File: src/rtl/atr_pkg.sv
package atr_pkg;
  typedef enum logic [1:0] {
    ATR_IDLE  = 2'd0,
    ATR_ARMED = 2'd1,
    ATR_SHIFT = 2'd2
  } atr_state_e;
endpackage

File: src/rtl/atr_edge_det.sv
module atr_edge_det (
  input  logic clk_i,
  input  logic rst_ni,
  input  logic sig_i,
  output logic fall_o
);
  logic sig_q;

  always_ff @(posedge clk_i or negedge rst_ni) begin
    if (!rst_ni) sig_q <= 1'b0;
    else         sig_q <= sig_i;
  end

  assign fall_o = sig_q & ~sig_i;
endmodule

File: src/rtl/atr_shift_reg.sv
module atr_shift_reg #(
  parameter int unsigned WIDTH = 32
) (
  input  logic             clk_i,
  input  logic             rst_ni,
  input  logic             load_i,
  input  logic             shift_i,
  input  logic [WIDTH-1:0] pattern_i,
  output logic             bit_o
);
  logic [WIDTH-1:0] q_q;

  always_ff @(posedge clk_i or negedge rst_ni) begin
    if (!rst_ni)      q_q <= '0;
    else if (load_i)  q_q <= pattern_i;
    else if (shift_i) q_q <= {1'b0, q_q[WIDTH-1:1]};
  end

  assign bit_o = q_q[0];


  load_capture_chk: assert property (@(posedge clk_i) disable iff (!rst_ni)
    load_i |=> q_q == $past(pattern_i));


  hold_chk: assert property (@(posedge clk_i) disable iff (!rst_ni)
    (!load_i && !shift_i) |=> $stable(q_q));
endmodule

File: src/rtl/atr_seq_ctrl.sv
module atr_seq_ctrl
  import atr_pkg::*;
#(
  parameter int unsigned WIDTH = 32
) (
  input  logic clk_i,
  input  logic rst_ni,
  input  logic cs_ni,
  input  logic atr_rst_i,
  input  logic wr_busy_i,
  input  logic scl_fall_i,
  output logic load_o,
  output logic shift_o,
  output logic active_o,
  output logic done_o
);
  localparam int unsigned CntW = (WIDTH > 1) ? $clog2(WIDTH) : 1;
  localparam logic [CntW-1:0] LastIdx = CntW'(WIDTH - 1);

  atr_state_e      state_q, state_d;
  logic [CntW-1:0] cnt_q, cnt_d;
  logic            done_q, done_d;

  always_comb begin
    state_d = state_q;
    cnt_d   = cnt_q;
    done_d  = 1'b0;
    load_o  = 1'b0;
    shift_o = 1'b0;
    unique case (state_q)
      ATR_IDLE: begin
        if (!cs_ni && atr_rst_i && !wr_busy_i) state_d = ATR_ARMED;
      end
      ATR_ARMED: begin
        if (cs_ni || wr_busy_i) begin
          state_d = ATR_IDLE;
        end else if (!atr_rst_i) begin
          state_d = ATR_SHIFT;
          cnt_d   = '0;
          load_o  = 1'b1;
        end
      end
      ATR_SHIFT: begin
        if (cs_ni) begin
          state_d = ATR_IDLE;
        end else if (atr_rst_i) begin
          state_d = ATR_ARMED;
        end else if (scl_fall_i) begin
          if (cnt_q == LastIdx) begin
            state_d = ATR_IDLE;
            done_d  = 1'b1;
          end else begin
            cnt_d   = cnt_q + 1'b1;
            shift_o = 1'b1;
          end
        end
      end
      default: state_d = ATR_IDLE;
    endcase
  end

  always_ff @(posedge clk_i or negedge rst_ni) begin
    if (!rst_ni) begin
      state_q <= ATR_IDLE;
      cnt_q   <= '0;
      done_q  <= 1'b0;
    end else begin
      state_q <= state_d;
      cnt_q   <= cnt_d;
      done_q  <= done_d;
    end
  end

  assign active_o = (state_q == ATR_SHIFT);
  assign done_o   = done_q;


  cs_abort_chk: assert property (@(posedge clk_i) disable iff (!rst_ni)
    cs_ni |=> (state_q == ATR_IDLE) && !done_q);


  busy_block_chk: assert property (@(posedge clk_i) disable iff (!rst_ni)
    (state_q != ATR_SHIFT && wr_busy_i) |=> state_q != ATR_SHIFT);


  restart_chk: assert property (@(posedge clk_i) disable iff (!rst_ni)
    (state_q == ATR_SHIFT && !cs_ni && atr_rst_i) |=> state_q == ATR_ARMED);


  done_origin_chk: assert property (@(posedge clk_i) disable iff (!rst_ni)
    done_q |-> $past(state_q == ATR_SHIFT && cnt_q == LastIdx && scl_fall_i));


  done_single_chk: assert property (@(posedge clk_i) disable iff (!rst_ni)
    done_q |=> !done_q);


  step_chk: assert property (@(posedge clk_i) disable iff (!rst_ni)
    (state_q == ATR_SHIFT && !cs_ni && !atr_rst_i && scl_fall_i && cnt_q != LastIdx)
      |=> cnt_q == $past(cnt_q) + 1'b1);


  cs_start_chk: assert property (@(posedge clk_i) disable iff (!rst_ni)
    (state_q == ATR_IDLE && cs_ni) |=> state_q == ATR_IDLE);
endmodule

File: src/rtl/atr_streamer.sv
module atr_streamer #(
  parameter int unsigned WIDTH = 32
) (
  input  logic             clk_i,
  input  logic             rst_ni,
  input  logic             scl_i,
  input  logic             cs_ni,
  input  logic             atr_rst_i,
  input  logic             wr_busy_i,
  input  logic [WIDTH-1:0] pattern_i,
  output logic             sda_o,
  output logic             sda_oe_o,
  output logic             done_o
);
  logic scl_fall, load, shift, active, bit_val;

  atr_edge_det i_scl_edge (
    .clk_i  (clk_i),
    .rst_ni (rst_ni),
    .sig_i  (scl_i),
    .fall_o (scl_fall)
  );

  atr_seq_ctrl #(.WIDTH(WIDTH)) i_ctrl (
    .clk_i      (clk_i),
    .rst_ni     (rst_ni),
    .cs_ni      (cs_ni),
    .atr_rst_i  (atr_rst_i),
    .wr_busy_i  (wr_busy_i),
    .scl_fall_i (scl_fall),
    .load_o     (load),
    .shift_o    (shift),
    .active_o   (active),
    .done_o     (done_o)
  );

  atr_shift_reg #(.WIDTH(WIDTH)) i_shift (
    .clk_i     (clk_i),
    .rst_ni    (rst_ni),
    .load_i    (load),
    .shift_i   (shift),
    .pattern_i (pattern_i),
    .bit_o     (bit_val)
  );

  // keep the pad value quiet when not driving
  assign sda_o    = active & bit_val;
  assign sda_oe_o = active;


  quiet_pad_chk: assert property (@(posedge clk_i) disable iff (!rst_ni)
    !sda_oe_o |-> !sda_o);


  done_oe_chk: assert property (@(posedge clk_i) disable iff (!rst_ni)
    done_o |-> !sda_oe_o);
endmodule

File: config.mk
export PLATFORM = sky130hd
export DESIGN_NAME = atr_streamer
export DESIGN_NICKNAME = d
export VERILOG_FILES = /design/src/rtl/atr_pkg.sv /design/src/rtl/atr_edge_det.sv /design/src/rtl/atr_shift_reg.sv /design/src/rtl/atr_seq_ctrl.sv /design/src/rtl/atr_streamer.sv
export SDC_FILE = /design/constraint.sdc
export NUM_CORES = 1
export LEC_CHECK = 0
export ABC_AREA = 1
export ABC_CLOCK_PERIOD_IN_PS = 2850
export CAP_MARGIN = 20
export CORE_ASPECT_RATIO = 1.75
export CORE_MARGIN = 2
export CORE_UTILIZATION = 25
export DETAILED_ROUTE_END_ITERATION = 6
export DONT_BUFFER_PORTS = 1
export PLACE_DENSITY = 0.5
export REMOVE_ABC_BUFFERS = 1
export SLEW_MARGIN = 20
export SYNTH_ARGS = -nofsm -noshare
export SYNTH_HDL_FRONTEND = slang
export SYNTH_SLANG_ARGS = --single-unit
export TNS_END_PERCENT = 30
File: constraint.sdc
create_clock -name clk_i -period 2.85 [get_ports clk_i]
set_clock_uncertainty 0.2 [all_clocks]
set_input_delay 0.57 -clock clk_i [delete_from_list [all_inputs] [get_ports clk_i]]
set_output_delay 0.57 -clock clk_i [all_outputs]
set_load 0.02 [all_outputs]
== After elaboration in Yosys (flattened, before gate mapping) ==
Index checks and enable logic that the tools add are counted.

* Bits in registers: 41
* Input bits: 38
* Output and inout bits: 3
* Word-level logic and storage cells: 62

* $add $sub $neg: 1
* Equality and inequality tests: 13
* Multiplexer cells: 30
* Bitwise gates (word level): 3
* Reductions and logical operators: 10

{| class="wikitable"
|+ Operators by type and width
! operator !! count
|-
| $mux W32 || 2
|-
| $mux W5 || 6
|-
| $mux W2 || 7
|-
| $mux W1 || 13
|-
| $ne A2 B2 Y1 const B || 5
|-
| $pmux W5 S2 || 1
|-
| $ne A4 B3 Y1 const B || 2
|-
| $reduce_and A7 Y1 || 1
|-
| $pmux W2 S3 || 1
|-
| $add A5 B1 Y5 const B || 1
|-
| $eq A5 B5 Y1 const B || 1
|-
| $ne A2 B1 Y1 const B || 2
|-
| $reduce_and A4 Y1 || 1
|-
| $reduce_bool A2 Y1 || 2
|-
| $ne A3 B2 Y1 const B || 1
|-
| $and A1 B1 Y1 || 2
|-
| $eq A2 B1 Y1 const B || 1
|-
| $eq A2 B2 Y1 const B || 1
|-
| $logic_and A1 B1 Y1 || 2
|-
| $logic_not A1 Y1 || 2
|-
| $logic_not A2 Y1 || 1
|-
| $logic_or A1 B1 Y1 || 1
|-
| $not A1 Y1 || 1
|}

== Longest topological paths before layout ==
Gate-level depths: netlist of the first run.

* Depth in word-level cells: 8
* Gate-level depth with buffers: 10
* Mapped depth without buffers: 9

== Hierarchy ==
Synthesis of the first run repeated with hierarchy kept, for this count alone.

* Cells, all modules: 253
* Area total of the unflattened synthesis: 2044.5 sq um

{| class="wikitable"
|+ Modules (own cells, without submodules)
! module !! times used !! cells each !! area each (sq um)
|-
| atr_shift_reg || 1 || 174 || 1481.4
|-
| atr_seq_ctrl || 1 || 74 || 520.5
|-
| atr_edge_det || 1 || 3 || 35.0
|-
| atr_streamer || 1 || 2 || 7.5
|}

== Least setup slack after synthesis of the first run ==
No wires, ideal clock.

* Path kind: register -> register
* Start point: reg i_ctrl.cnt_q[0]
* End point: reg i_ctrl.cnt_q[0]
* Setup time: 0.117 ns
* Arrival: 1.467 ns
* Required time: 2.533 ns
* Path slack: 1.066 ns
* Cell stages (with the launch flop): 11
* Period minus slack after synthesis: 1.784 ns
* Path through: dfrtp_1 ha_1 nand2_1 nor2_1 ha_1 nor2_2 nand2_2 buf_6 buf_6 nand3_1 nand2_1

* Longest elaborated chain between the ends: 6
* Elaborated cells on any way between the ends: 9

{| class="wikitable"
|+ RTL lines
! item !! RTL line !! RTL
|-
| start, declared || atr_seq_ctrl.sv:21 || <nowiki>logic [CntW-1:0] cnt_q, cnt_d;</nowiki>
|-
| start signal, assigned || atr_seq_ctrl.sv:69 || <nowiki>cnt_q <= cnt_d;</nowiki>
|-
| $add A5 B1 Y5 || atr_seq_ctrl.sv:53 || <nowiki>cnt_d = cnt_q + 1'b1;</nowiki>
|-
| $mux W5 || atr_seq_ctrl.sv:49 || <nowiki>if (cnt_q == LastIdx) begin</nowiki>
|-
| $mux W5 || atr_seq_ctrl.sv:48 || <nowiki>end else if (scl_fall_i) begin</nowiki>
|-
| $mux W5 || atr_seq_ctrl.sv:46 || <nowiki>end else if (atr_rst_i) begin</nowiki>
|-
| $mux W5 || atr_seq_ctrl.sv:44 || <nowiki>if (cs_ni) begin</nowiki>
|-
| $pmux W5 S2 || atr_seq_ctrl.sv:30 || <nowiki>unique case (state_q)</nowiki>
|}

Several ways; a longest one is shown, not always the timed one. The select of a mux whose other input is x is not followed.
A chain may end at the register's enable or synchronous reset.

== Worst setup path after layout of the first run ==
* Start point: reg i_ctrl.state_q[0]
* End point: out sda_o

* Longest elaborated chain between the ends: 2

{| class="wikitable"
|+ RTL lines
! item !! RTL line !! RTL
|-
| start, declared || atr_seq_ctrl.sv:20 || <nowiki>atr_state_e state_q, state_d;</nowiki>
|-
| start signal, assigned || atr_seq_ctrl.sv:68 || <nowiki>state_q <= state_d;</nowiki>
|-
| $eq A2 B2 Y1 || atr_seq_ctrl.sv:74 || <nowiki>assign active_o = (state_q == ATR_SHIFT);</nowiki>
|-
| $and A1 B1 Y1 || atr_streamer.sv:47 || <nowiki>assign sda_o = active & bit_val;</nowiki>
|-
| end, declared || atr_streamer.sv:11 || <nowiki>output logic sda_o,</nowiki>
|}

No other way between the ends.

==> flow_summary.ini, run 1 <==
[outcome]
status = completed

[sta]
setup_violations = 0
report.final.hold_viol_count = 0
fin_crit_sh_pct = 71.65
worst_pin_slew_ns = 0.5057
fin_ws_ns = 0.8079
rsz0062_at_grt = no
timing.fmax_mhz = 489.7
whs_ns = 0.1076
slew_headroom_pct = 66.29
finalSetupTns_ns = 0
slew_violations = 0
fin_crit_ns = 2.042

[cells_and_area]
layout.cells.non_filler = 433
fill_cells = 1014
final_core_util_pct = 28.09
area_delta_synth_final_pct = 11.12
register_area_sq_um = 1026
layout.nets = 350
final_area_sq_um = 2626
multi_input_area_sq_um = 1137
drive_gt1_share_pct = 10.61
num_antenna_cells = 0

[setup_path]
arrival_ns = 1.27
r2r_cells = 9
required_ns = 2.08
rrSetupSlack_ns = 0.86
reg2reg_from = i_ctrl.cnt_q[1]$_DFFE_PN0P_
critPathMaxFanout = 8
setup.worst_path.start_class = flop
crit_slowest_cell = dfrtp_1
endpoint_kind = output pin
path_cells = inv_2 -> nand2_2 -> nor2_1
worstSetupStartpoint = i_ctrl.state_q[0]$_DFFE_PN0P_
crit_type = flop to output pin
max_stage_delay_ns = 0.39
timing.rr.end = i_shift.q_q[2]$_DFFE_PN0P_
crit_path_end = sda_o

[synthesis]
synth.area.top_cells = dfrtp_1, nand2_1, nand4_1
synth-seq-area-share_pct = 43.41
yosys.area.top_type = dfrtp_1
synth_area_sq_um = 2364
synth_top_area_share_pct = 43.41
synthCells = 318
yosys_warnings = 0
synthDistinctLibCells = 18
yosys_register_bits = 41
avgSynthCellArea_sq_um = 7.432

[drt]
viasPerCell = 4.677
drt_first_pass_iters = 6
drc = 0
wl_per_cell_microns = 13.46
routed_wl_mm = 5.827
antenna_left = 0
drt-initial-drc-count = 117
num_vias = 2025

[grt]
grt-ovfl-total = 0
grt_max_degree = 47
antenna_found_initial = 0
grt_pass1_vias = 1952
grt_pass1_wl_mm = 9.577
track_usage_pct = 11.72

[clock_network]
numCtsBuffers = 5
cts_tree = done
postCtsResizedCells = 0
clock_latency_ns = 0.29
hold_buffers = 2
cts_root_buffer = clkbuf_16
cts_setup_buffers = 0
cts.sinks = 41
cts_buffer_depth = 2
cts.htree.levels = 2
clk_pin_slew_ns = 0.06

[die]
coreArea_sq_um = 9350
die_h_microns = 132.6
chipWidth_microns = 77.50
die_area_sq_um = 10280
pin_count = 41
floorplan.initialDensity_pct = 25.28
fp-row-count = 47

[power]
powerDensity_nw_per_um2 = 746.1
finalPower_mw = 1.960
leakagePower_nw = 1.402
ir_worst_vdd_mv = 0.2081

[run]
max_cap_viol_count = 0

[placed_design]
port_buffers = 0
place_area_sq_um = 2406
gp_congestion = 0.6965
placed_cells = 423
hpwl_mm = 3.792
dp_slack_ns = 0.8004

[min_path]
hold_path.class = input pin to flop
## cell families after synthesis
logic type	Yosys count	synth area share [%]
compound gates	1	0.2115
fa+ha+maj	2	1.059
buf+inv	35	8.470
flops	41	43.41
simple gates	239	46.85
## placed cells by master, fill, tap and decap left out, types with 5 or more instances in the layout
master     Yosys  final
nand4_1       32     32
buf_4          0      6
dfrtp_1       41     41
nand3_2       10     10
nor2_1        12     12
nand3_1       33     33
clkbuf_16      0      5
inv_1         10     10
nand2_1      145    145
## cell type report
cell class,count,share of cell area (%)
well taps,122,5.812
clock inverters,3,2.477
repair buffers,8,2.859
multi-input cells,242,43.31
inverters,12,1.715
clock buffers,5,4.764
flip-flops and latches,41,39.07
## worst min-delay path by stage
stage | end | slack [ns] | cells past startpoint | startpoint
finish | i_scl_edge.sig_q$_DFF_PN0_ | 0.11 | 0 | scl_i
global route | i_scl_edge.sig_q$_DFF_PN0_ | 0.1 | 0 | scl_i
CTS | i_scl_edge.sig_q$_DFF_PN0_ | 0.10 | 0 | scl_i
detailed placement | i_shift.q_q[4]$_DFFE_PN0P_ | 0.08 | 0 | rst_ni
floorplan | i_ctrl.cnt_q[0]$_DFFE_PN0P_ | 0.07 | 0 | rst_ni
global placement | i_shift.q_q[4]$_DFFE_PN0P_ | 0.08 | 0 | rst_ni
## worst max-delay path: cells and delay by family (launching register included)
kind                   cells  cell delay (ns)
buffers and inverters      1             0.10
flip-flops                 1             0.39
AND/OR/NAND/NOR            2             0.49
## synth_stat cells (all sizes together)
master    n
nand2   148
nor3      1
inv      12
clkbuf    3
nand4    32
dfrtp    41
ha        2
o21ai     1
nand3    43
nor2     15
buf      20
## metal layers
metal	vias up	GRT usage (%)	part of all wire [%]
li1	1017	-	-
met1	959	13.44	41
met2	40	20.14	52
met3	9	3.342	5.4
met4	0	4.960	2.0
met5	-	0	0
## power by group
part	total [mW]	switching, mW	leakage [nW]	internal [mW]
combinational	0.440	0.280	0.746	0.160
clock	0.734	0.234	0.0938	0.500
sequential	0.786	0.0752	0.562	0.710
## flip-flops by register name, indices dropped and copies added, names as in the netlist
signal	flops
i_ctrl.cnt_q	5
i_ctrl.done_o	1
i_ctrl.state_q	2
i_scl_edge.sig_q	1
i_shift.q_q	32
Power figures use the tool's default switching activity.
==> run 2, diff against run 1 <==
--- a/config.mk
+++ b/config.mk
@@ -6,14 +6,14 @@
 export NUM_CORES = 1
 export LEC_CHECK = 0
 export ABC_AREA = 1
-export ABC_CLOCK_PERIOD_IN_PS = 2850
+export ABC_CLOCK_PERIOD_IN_PS = 1700
 export CAP_MARGIN = 20
 export CORE_ASPECT_RATIO = 1.75
 export CORE_MARGIN = 2
 export CORE_UTILIZATION = 25
 export DETAILED_ROUTE_END_ITERATION = 6
 export DONT_BUFFER_PORTS = 1
-export PLACE_DENSITY = 0.5
+export PLACE_DENSITY = 0.52
 export REMOVE_ABC_BUFFERS = 1
 export SLEW_MARGIN = 20
 export SYNTH_ARGS = -nofsm -noshare
==> constraint.sdc (replaced) <==
create_clock -name clk_i -period 1.7 [get_ports clk_i]
set_clock_uncertainty 0.2 [all_clocks]
set_input_delay 0.34 -clock clk_i [delete_from_list [all_inputs] [get_ports clk_i]]
set_output_delay 0.34 -clock clk_i [all_outputs]
set_load 0.02 [all_outputs]
==> flow_summary.ini, run 2 (synthesis gave the netlist of run 1 again) <==
[outcome]
status = finished, violations left
failed_checks = negative setup slack

[grt]
antenna_found_initial = 0
grt_pass1_vias = 2139
grt_max_degree = 53
grt_pass1_wl_mm = 10.52
grt-ovfl-total = 0
track_usage_pct = 13.17

[clock_network]
cts.htree.levels = 2
cts_root_buffer = clkbuf_16
clk_pin_slew_ns = 0.06
numCtsBuffers = 5
cts.sinks = 41
cts_tree = done
clock_latency_ns = 0.29
cts_buffer_depth = 2

[setup_path]
cp_num_buf_inv = 6
max_stage_delay_ns = 0.36
crit_slowest_cell = dfrtp_1
arrival_ns = 1.82
required_ns = 1.69
cpLargestDelayFamily = buffers and inverters
setup.worst_path.start_class = flop
crit_type = flop to flop
endpoint_kind = flop
path_cells = ha_2 -> nand2_2 -> buf_4 -> buf_4 -> buf_4 -> buf_4 -> buf_4 -> buf_4 -> nand2_1 -> nor2_1 -> nand2_1 -> nand2_1
path_common_cell = buf_4
critPathMaxFanout = 2

[sta]
report.final.hold_viol_count = 0
slew_headroom_pct = 75.80
finalSetupTns_ns = -3.774
slew_violations = 0
worst_pin_slew_ns = 0.3629
setup_violations = 39
fin_crit_ns = 1.828
timing.fmax_mhz = 546.9
fin_crit_sh_pct = 107.6
fin_ws_ns = -0.1284
rsz0062_at_grt = yes

[die]
chipWidth_microns = 77.50
pin_count = 41
coreArea_sq_um = 9350
floorplan.initialDensity_pct = 25.28
die_h_microns = 132.6
die_area_sq_um = 10280
fp-row-count = 47

[placed_design]
hpwl_mm = 3.922
gp_congestion = 0.7262
port_buffers = 0
dp_slack_ns = -0.1437

[cells_and_area]
largest_register = i_shift.q_q
area_delta_synth_final_pct = 30.86
final_core_util_pct = 33.08
num_antenna_cells = 0
reg_top3 = i_shift.q_q (32), i_ctrl.cnt_q (5), i_ctrl.state_q (2)
final_cell_mix = nand2_1, dfrtp_1, nand4_1
largest_reg_flops = 32
layout.nets = 379
final_common_cell = nand2_1
drive_gt1_share_pct = 28.24

[power]
leakagePower_nw = 1.671
ir_worst_vdd_mv = 0.3508
powerDensity_nw_per_um2 = 1045

[drt]
drt_first_pass_iters = 4
routed_wl_mm = 6.269
drc = 0
wl_per_cell_microns = 13.57
viasPerCell = 4.602
num_vias = 2126
antenna_left = 0
drt-initial-drc-count = 123

[min_path]
hold_path.class = input pin to flop

[run]
max_cap_viol_count = 0
[run 2: changes by cell type in the layout (fill, tap and decap cells not counted), moves of 3 or more]
cell and delta:
buf_12 +5, nand3_1 -3, nand2_1 -28, nand2_4 +5
nand2_2 +22, buf_4 +18
[run 2: where the power goes]
group | switching, mW | internal [mW] | leakage [nW] | total [mW]
clock | 0.392 | 0.622 | 0.0799 | 1.01
sequential | 0.128 | 1.19 | 0.562 | 1.32
combinational | 0.539 | 0.361 | 1.03 | 0.900
[run 2: routing by layer]
metal  global-route usage [%]  vias up  wire (microns)
li1                         -     1080               -
met1                    13.98     1015            2379
met2                    24.69       24            3535
met3                    2.592        7             226
met4                    5.655        0             128
met5                        0        -               0
[run 2: worst reg2reg max path: stages, from the launching register on]
cell and delay (ns):
dfrtp_1 0.36, ha_2 0.19, nand2_2 0.06, buf_4 0.13
buf_4 0.12, buf_4 0.12, buf_4 0.12, buf_4 0.12
buf_4 0.12, nand2_1 0.06, nor2_1 0.04, nand2_1 0.05
nand2_1 0.04
[run 2: through the flow]
step | hold slack, ns | power (mW) | cells | area, sq um
final | 0.01353 | 3.233 | 462 | 3093
after global routing | 0.01847 | 3.463 | 462 | 3093
after CTS | 0.009805 | 3.187 | 459 | 2957
after detailed placement | -0.1543 | 2.080 | 435 | 2534
after global placement | -0.1540 | 2.050 | 435 | 2534
after floorplan | -0.1556 | 1.858 | 295 | 2208
[run 2: final timing paths]
check / to / from / depth (start not counted) / slack, ns
min: i_shift.q_q[31]$_DFFE_PN0P_ / pattern_i[31] / 2 / 0.01
max: i_ctrl.cnt_q[2]$_DFFE_PN0P_ / i_ctrl.cnt_q[1]$_DFFE_PN0P_ / 12 / -0.13
max reg2reg: i_ctrl.cnt_q[2]$_DFFE_PN0P_ / i_ctrl.cnt_q[1]$_DFFE_PN0P_ / 12 / -0.13
min reg2reg: i_shift.q_q[18]$_DFFE_PN0P_ / i_shift.q_q[18]$_DFFE_PN0P_ / 2 / 0.31
max in group asynchronous: i_shift.q_q[5]$_DFFE_PN0P_ / rst_ni / 2 / 0.76
min in group asynchronous: i_shift.q_q[21]$_DFFE_PN0P_ / rst_ni / 2 / 0.33
[run 2: timing repair]
action,CTS,global route
setup endpoints to repair,39,42
hold buffers,3,0
setup buffers,11,3
hold endpoints to repair,42,0
gates resized for setup,13,37
gates cloned,2,1
pin swaps,8,14
[run 2: layout make-up]
cell class	instances	area, sq um
Sequential cell	41	1026
Timing Repair Buffer	37	426.7
Clock buffer	7	152.6
Tap cell	122	152.6
Multi-Input combinational cell	242	1285
Inverter	12	45.04
Fill cell	976	6257
Clock inverter	1	5.005
